## config.mk

```make
export PLATFORM = sky130hd
export DESIGN_NAME = intc_top
export DESIGN_NICKNAME = d
export VERILOG_FILES = /design/src/rtl/intc_pkg.sv /design/src/rtl/intc_wdecode.sv /design/src/rtl/intc_mask_reg.sv /design/src/rtl/intc_src_reg.sv /design/src/rtl/intc_top.sv
export SDC_FILE = /design/constraint.sdc
export NUM_CORES = 1
export LEC_CHECK = 0
export ABC_AREA = 0
export ABC_CLOCK_PERIOD_IN_PS = 2900
export BUFFER_PORTS_ARGS = -buffer_cell sky130_fd_sc_hd__buf_2
export CORE_UTILIZATION = 33
export DETAILED_ROUTE_END_ITERATION = 8
export GPL_TIMING_DRIVEN = 0
export HOLD_SLACK_MARGIN = 0.05
export PLACE_DENSITY = 0.58
export SYNTH_ARGS = -nofsm -noshare
export SYNTH_HDL_FRONTEND = slang
export SYNTH_SLANG_ARGS = --single-unit
```

## constraint.sdc

```tcl
create_clock -name clk -period 2.9 [get_ports clk]
set_input_delay 0.58 -clock clk [delete_from_list [all_inputs] [get_ports clk]]
set_output_delay 0.58 -clock clk [all_outputs]
set_load 0.01 [all_outputs]
```

## src/rtl/intc_pkg.sv

```systemverilog
package intc_pkg;

    localparam int WIN_BYTES = 256;
    localparam int OFF_W     = $clog2(WIN_BYTES);

    localparam logic [OFF_W-1:0] OFF_PEND_HI  = 8'h00;
    localparam logic [OFF_W-1:0] OFF_PEND_LO  = 8'h04;
    localparam logic [OFF_W-1:0] OFF_MASK_HI  = 8'h08;
    localparam logic [OFF_W-1:0] OFF_MASK_LO  = 8'h0C;
    localparam logic [OFF_W-1:0] OFF_FORCE_HI = 8'h10;
    localparam logic [OFF_W-1:0] OFF_FORCE_LO = 8'h14;
    localparam logic [OFF_W-1:0] OFF_MSET     = 8'h1C;
    localparam logic [OFF_W-1:0] OFF_MCLR     = 8'h1D;

    typedef enum logic [2:0] {
        SEL_NONE,
        SEL_MASK_HI,
        SEL_MASK_LO,
        SEL_FORCE_HI,
        SEL_FORCE_LO,
        SEL_MSET,
        SEL_MCLR
    } wsel_e;

    typedef struct packed {
        wsel_e sel;
        logic  bad;
    } wdec_t;

    // Map an offset and a size to a target register; flag illegal combinations.
    function automatic wdec_t decode_write(input logic [OFF_W-1:0] off, input logic word);
        wdec_t d;
        d.sel = SEL_NONE;
        d.bad = 1'b0;
        case (off)
            OFF_MASK_HI:  if (word) d.sel = SEL_MASK_HI;  else d.bad = 1'b1;
            OFF_MASK_LO:  if (word) d.sel = SEL_MASK_LO;  else d.bad = 1'b1;
            OFF_FORCE_HI: if (word) d.sel = SEL_FORCE_HI; else d.bad = 1'b1;
            OFF_FORCE_LO: if (word) d.sel = SEL_FORCE_LO; else d.bad = 1'b1;
            OFF_MSET:     if (!word) d.sel = SEL_MSET;    else d.bad = 1'b1;
            OFF_MCLR:     if (!word) d.sel = SEL_MCLR;    else d.bad = 1'b1;
            default:      d.bad = 1'b1;
        endcase
        return d;
    endfunction

endpackage

```

## src/rtl/intc_wdecode.sv

```systemverilog
module intc_wdecode
    import intc_pkg::*;
(
    input  logic             clk,
    input  logic             rst,
    input  logic             wr_en,
    input  logic             wr_word,
    input  logic [OFF_W-1:0] addr,
    output wsel_e            sel,
    output logic             err_q
);
    wdec_t dec;

    always_comb begin
        dec = decode_write(addr, wr_word);
        sel = wr_en ? dec.sel : SEL_NONE;
    end

    always_ff @(posedge clk) begin
        if (rst) err_q <= 1'b0;
        else     err_q <= wr_en & dec.bad;
    end
endmodule

```

## src/rtl/intc_mask_reg.sv

```systemverilog
module intc_mask_reg
    import intc_pkg::*;
#(
    parameter int N_SRC = 64
) (
    input  logic              clk,
    input  logic              rst,
    input  wsel_e             sel,
    input  logic [N_SRC/2-1:0] wdata,
    output logic [N_SRC-1:0]  mask_q
);
    localparam int HALF    = N_SRC / 2;
    localparam int IDX_W   = $clog2(N_SRC);
    localparam int ALL_POS = IDX_W;

    logic [IDX_W-1:0] idx;
    logic             all_bits;
    logic [N_SRC-1:0] hit;
    logic [N_SRC-1:0] mask_d;

    assign idx      = wdata[IDX_W-1:0];
    assign all_bits = wdata[ALL_POS];

    // One-hot select of the indexed source for single-bit edits.
    for (genvar i = 0; i < N_SRC; i++) begin : g_hit
        assign hit[i] = (idx == IDX_W'(i));
    end

    always_comb begin
        mask_d = mask_q;
        case (sel)
            SEL_MASK_HI: mask_d[N_SRC-1:HALF] = wdata;
            SEL_MASK_LO: mask_d[HALF-1:0]     = wdata;
            SEL_MSET:    mask_d = all_bits ? {N_SRC{1'b1}} : (mask_q | hit);
            SEL_MCLR:    mask_d = all_bits ? {N_SRC{1'b0}} : (mask_q & ~hit);
            default:     ;
        endcase
    end

    always_ff @(posedge clk) begin
        if (rst) mask_q <= {N_SRC{1'b1}};
        else     mask_q <= mask_d;
    end
endmodule

```

## src/rtl/intc_src_reg.sv

```systemverilog
module intc_src_reg
    import intc_pkg::*;
#(
    parameter int N_SRC = 64
) (
    input  logic               clk,
    input  logic               rst,
    input  logic [N_SRC-1:0]   src_i,
    input  wsel_e              sel,
    input  logic [N_SRC/2-1:0] wdata,
    output logic [N_SRC-1:0]   pend_q,
    output logic [N_SRC-1:0]   force_q
);
    localparam int HALF = N_SRC / 2;

    logic [N_SRC-1:0] force_d;

    always_comb begin
        force_d = force_q;
        case (sel)
            SEL_FORCE_HI: force_d[N_SRC-1:HALF] = wdata;
            SEL_FORCE_LO: force_d[HALF-1:0]     = wdata;
            default:      ;
        endcase
    end

    always_ff @(posedge clk) begin
        if (rst) begin
            pend_q  <= '0;
            force_q <= '0;
        end else begin
            pend_q  <= src_i | force_q;
            force_q <= force_d;
        end
    end
endmodule

```

## src/rtl/intc_top.sv

```systemverilog
module intc_top
    import intc_pkg::*;
#(
    parameter int N_SRC = 64
) (
    input  logic               clk,
    input  logic               rst,
    input  logic [N_SRC-1:0]   src_i,
    input  logic               wr_en,
    input  logic               wr_word,
    input  logic [OFF_W-1:0]   addr,
    input  logic [N_SRC/2-1:0] wdata,
    output logic [N_SRC/2-1:0] rdata,
    output logic               err,
    output logic               irq
);
    localparam int HALF = N_SRC / 2;

    wsel_e            sel;
    logic [N_SRC-1:0] mask_q;
    logic [N_SRC-1:0] pend_q;
    logic [N_SRC-1:0] force_q;

    intc_wdecode u_dec (
        .clk     (clk),
        .rst     (rst),
        .wr_en   (wr_en),
        .wr_word (wr_word),
        .addr    (addr),
        .sel     (sel),
        .err_q   (err)
    );

    intc_mask_reg #(.N_SRC(N_SRC)) u_mask (
        .clk    (clk),
        .rst    (rst),
        .sel    (sel),
        .wdata  (wdata),
        .mask_q (mask_q)
    );

    intc_src_reg #(.N_SRC(N_SRC)) u_src (
        .clk     (clk),
        .rst     (rst),
        .src_i   (src_i),
        .sel     (sel),
        .wdata   (wdata),
        .pend_q  (pend_q),
        .force_q (force_q)
    );

    always_comb begin
        case (addr)
            OFF_PEND_HI:  rdata = pend_q[N_SRC-1:HALF];
            OFF_PEND_LO:  rdata = pend_q[HALF-1:0];
            OFF_MASK_HI:  rdata = mask_q[N_SRC-1:HALF];
            OFF_MASK_LO:  rdata = mask_q[HALF-1:0];
            OFF_FORCE_HI: rdata = force_q[N_SRC-1:HALF];
            OFF_FORCE_LO: rdata = force_q[HALF-1:0];
            default:      rdata = '0;
        endcase
    end

    assign irq = |(pend_q & ~mask_q);
endmodule

```

## Word level (Yosys, flattened, before mapping)

Index checks and enable logic that the tools add are counted.

| cells by class | value |
|---|---|
| reduce and logical (&&, ||, !) cells | 7 |
| mux-type cells | 16 |
| eq/ne operators | 76 |
| bitwise gates (word level) | 7 |

Operator list:

| operator | count |
|---|---|
| == test 6 bit, second input constant | 32 |
| case mux 32 bit (3 select lines) | 2 |
| case mux 32 bit (6 select lines) | 1 |
| AND 64 bit | 2 |
| two-way mux 64 bit | 2 |
| NOT 64 bit | 2 |
| OR 64 bit | 2 |
| == test 6 x 5 -> 1 bit, second input constant | 16 |
| OR reduction 64 bit | 1 |
| == test 6 x 4 -> 1 bit, second input constant | 8 |
| == test 8 x 5 -> 1 bit, second input constant | 4 |
| == test 6 x 3 -> 1 bit, second input constant | 4 |
| case mux 3 bit (6 select lines) | 1 |
| == test 8 x 4 -> 1 bit, second input constant | 2 |
| == test 6 x 2 -> 1 bit, second input constant | 2 |
| two-way mux 3 bit | 4 |
| == test 3 bit, second input constant | 3 |
| == test 8 x 3 -> 1 bit, second input constant | 1 |
| zero test 8 bit | 1 |
| == test 3 x 2 -> 1 bit, second input constant | 2 |
| == test 6 x 1 -> 1 bit, second input constant | 1 |
| zero test 6 bit | 1 |
| nonzero test 3 bit | 2 |
| two-way mux 2 bit | 2 |
| other kinds (6) | 8 |

| word-level totals | value |
|---|---|
| register bits | 193 |
| output and inout bits | 34 |
| word-level logic and storage cells | 112 |
| input port bits | 108 |

## Longest topological paths before layout

| depth | value |
|---|---|
| depth after elaboration | 5 |
| mapped depth | 8 |
| gate-level depth less buffers | 5 |

## Modules after synthesis

From an unflattened synthesis, not the netlist that was laid out.

| unflattened totals | value |
|---|---|
| cells, all modules | 1341 |
| area total of the unflattened synthesis | 11011.8 µm² |

By module, submodules not included:

| module | area an instance (µm²) | instances | cells each |
|---|---|---|---|
| intc_mask_reg | 4705.8 | 1 | 629 |
| intc_src_reg | 4473.0 | 1 | 443 |
| intc_top | 1676.6 | 1 | 248 |
| intc_wdecode | 156.4 | 1 | 21 |

## Worst setup path after synthesis

Ideal clock, no wire load.

| timing | value |
|---|---|
| kind | input to output |
| from | input addr[2] |
| to | output rdata[1] |
| arrival | 2.162 ns |
| path slack | 0.158 ns |
| buffers on the path | 3 |
| stages on the path | 6 |
| path through | clkbuf_1 > buf_2 > buf_2 > mux4_2 > nand2_1 > o21ai_0 |

| on the way | value |
|---|---|
| longest elaborated chain between the ends | 2 |

RTL lines:

| what | line | text |
|---|---|---|
| from (decl) | intc_top.sv:11 | `input logic [OFF_W-1:0] addr,` |
| == test 8 x 5 -> 1 bit, or another cell as far along | intc_top.sv:53 | `case (addr)` |
| case mux 32 bit (6 select lines) (*) | intc_top.sv:53 |  |
| to (decl) | intc_top.sv:13 | `output logic [N_SRC/2-1:0] rdata,` |

Mark *: on every way between the ends. The rest lies on a longest branch, timed or not.

## Worst setup path after layout

| timing | value |
|---|---|
| from | input wdata[3] |
| to | register u_mask.mask_q[9] |

| on the way | value |
|---|---|
| longest elaborated chain between the ends | 5 |

RTL lines:

| what | line | text |
|---|---|---|
| from (decl) | intc_top.sv:12 | `input logic [N_SRC/2-1:0] wdata,` |
| == test 6 x 4 -> 1 bit (*) | intc_mask_reg.sv:26 | `assign hit[i] = (idx == IDX_W'(i));` |
| NOT 64 bit | intc_mask_reg.sv:35 | `SEL_MCLR: mask_d = all_bits ? {N_SRC{1'b0}} : (mask_q & ~hit);` |
| AND 64 bit | intc_mask_reg.sv:35 |  |
| two-way mux 64 bit | intc_mask_reg.sv:35 |  |
| case mux 32 bit (3 select lines) (*) | intc_mask_reg.sv:31 | `case (sel)` |
| to (signal assigned) | intc_mask_reg.sv:41 | `if (rst) mask_q <= {N_SRC{1'b1}};` |
| to (signal assigned) | intc_mask_reg.sv:42 | `else mask_q <= mask_d;` |
| to (decl) | intc_mask_reg.sv:10 | `output logic [N_SRC-1:0] mask_q` |

Marked as above.
A chain may end at the register's enable or synchronous reset.

==> impl_metrics.ini <==
[status]
status = finished, violations left
violations = setup timing

[yosys]
synth_edf_count = 0
yosysSeqAreaShare_pct = 37.7
yosys.cell_types.count = 56
syn_inst = 1179
yosys.area.top_type_share_pct = 37.7
async_flop_share_pct = 0
synth_commonest_cells = nor2_1, dfxtp_1, mux2i_1
synthesis.nets = 1287
syn_area_per_cell_um2 = 8.69
yosysWarningCount = 0
synth_top_cell_by_area = dfxtp_1
synth_seq_cells = 193
synth.most_common_cell = nor2_1
synth_ff_type = dfxtp_1
syn_area_um2 = 10200
synthTopCellsByArea = dfxtp_1, mux2i_1, nor2_1, mux4_2, a21oi_1

[layout]
final_util_pct = 39.7
syn_to_final_growth_pct = 18.5
drive_gt1_share_pct = 23.0
finish.instance_area_um2 = 12100
antenna_cells = 0
layout.nets = 1441

[power]
ir_worst_vdd_mv = 0.391
p_leak_nw = 5.26
power.density_nw_per_um2 = 479

[cts]
path_clk_slew_ns = 0.08
numCtsBuffers = 17
cts_sinks = 193
hold_buffers = 0
htreeDepth = 4
tritoncts = done
clockRootBuffer = clkbuf_16
clock_path_buffers = 2
clk_latency_ns = 0.46

[critical_path]
end_kind = flip-flop
worstSetupPathType = in2reg
cp_max_fo = 10
worst_ep_required_time_ns = 3.21
slowest_stage = nor4bb_1
r2r-end = u_mask.mask_q[6]
max_stage_delay_ns = 1.12
crit_start = wdata[3]
path_cells = clkbuf_1 -> clkbuf_1 -> nor4bb_1 -> a21oi_1 -> mux2_2 -> o21ai_0 -> a2bb2oi_1
reg2reg_slack_ns = 1.40
arrival_ns = 3.22
reg2reg_depth = 5
start_kind = input port
crit_top_cell = clkbuf_1
cp-endpoint = u_mask.mask_q[9]
r2r_start = u_mask.mask_q[6]

[global_routing]
grt_usage_pct = 27.2
grt_max_degree = 18
antenna_found_initial = 0
globalRoute.totalOverflow = 0
grt_pass1_vias = 9309
grt_pass1_wl_mm = 61.7

[run]
maxCapViolCount = 0

[timing]
fin_ws_ns = -0.00837
skew_ns = 0.0123
worst_pin_slew_ns = 1.36
finalMaxSlewViolations = 0
hold_viol_final = 0
maxSlewHeadroom_pct = 8.41
setup_viol = 1
min_period_over_period_pct = 100
period_needed_ns = 2.91
fmax_mhz = 344
fin_setup_tns_ns = -0.00837
rsz0062_at_grt = yes

[placement]
dp_hpwl_mm = 32.2
place_ws_ns = -1.07
place_area_um2 = 11400
gp_congestion = 1.04
portBuffers = 133

[floorplanning]
coreArea_um2 = 30600
rows = 64
die_x_um = 178
ios = 142
start_util_pct = 33.5
die_h_um = 178
dieArea_um2 = 31700

[detailed_routing]
dr.pass1.iters = 5
route.detailed.drc = 0
drt_wl_total_mm = 42.4
drt_iter0_drc = 823
via_count = 9710
detail_route.wl_per_cell_um = 24.4
viasPerCell = 5.57
ant_nets = 0

[worst_hold_path]
min_path_type = in2reg
what timing repair did:
item	4_1_cts	5_1_grt
endpoints found under the setup margin	43	32
gates resized for setup	32	16
setup buffers	4	0
pin swaps	3	1
cell usage in the layout, fill, tap and decap left out, drive strengths merged, types with 12 or more instances in the layout:
master   netlist  routed
dfxtp        193     193
nor2         234     234
a2bb2oi       26      26
nand2         37      37
a221oi        12      12
inv           67      69
o21ai         86      86
mux2i        128     128
mux4          32      32
buf           27     167
clkbuf        68      83
o22ai         20      20
mux2          31      31
or2           25      25
a21oi         99      99
where the power goes:
part	internal [mW]	total (mW)	switching, mW
registers	2.70	2.75	0.0490
logic	0.267	0.662	0.395
clock network	1.28	2.40	1.13
total	4.24	5.81	1.57
state kept, by name, indices dropped and copies added, names as in the netlist:
signal,count
u_src.force_q,64
u_dec.err_q,1
u_mask.mask_q,64
u_src.pend_q,64
cells by family after synthesis:
family	synth area share [%]
compound gates	16.8
buf+inv	6.32
flops	37.7
mux	23.0
simple gates	16.2
critical path: cells and delay by family:
kind | cells | cell delay, ns
compound gates | 3 | 0.42
buf+inv | 2 | 0.76
mux | 1 | 0.33
simple gates | 1 | 1.12
cell type report:
cell class	instances	area (um^2)
clock inverter	12	135
tap	396	495
buffer	93	469
clock buffer	20	437
sequential	193	3870
fill	3171	18500
timing repair buffer	137	708
inverter	67	251
multi-input combinational	824	5780
how the worst min path moves through the flow:
stage / startpoint / to / depth (start not counted)
finish: src_i[1] / u_src.pend_q[1] / 3
global placement: u_src.force_q[20] / u_src.pend_q[20] / 2
CTS: src_i[1] / u_src.pend_q[1] / 3
global route: src_i[14] / u_src.pend_q[14] / 3
floorplan: u_src.force_q[32] / u_src.pend_q[32] / 2
detailed placement: u_src.force_q[60] / u_src.pend_q[60] / 2
layer usage:
metal | track usage [%] | part of all wire [%] | vias to the layer above
met5 | 0 | 0 | -
met4 | 11.5 | 3.9 | 0
met3 | 5.46 | 6.5 | 79
met2 | 42.1 | 45 | 411
met1 | 36.7 | 45 | 4765
li1 | - | - | 4455
per-stage QoR:
step                      hold slack (ns)  cells  total power, mW
after floorplan                     0.458   1179             3.17
after CTS                           0.312   1742             5.82
after global placement              0.475   1708             3.45
after detailed placement            0.479   1708             3.45
final                               0.319   1742             5.81
after global routing                0.324   1742             5.99
No activity file was read; power rests on OpenSTA's default activity.
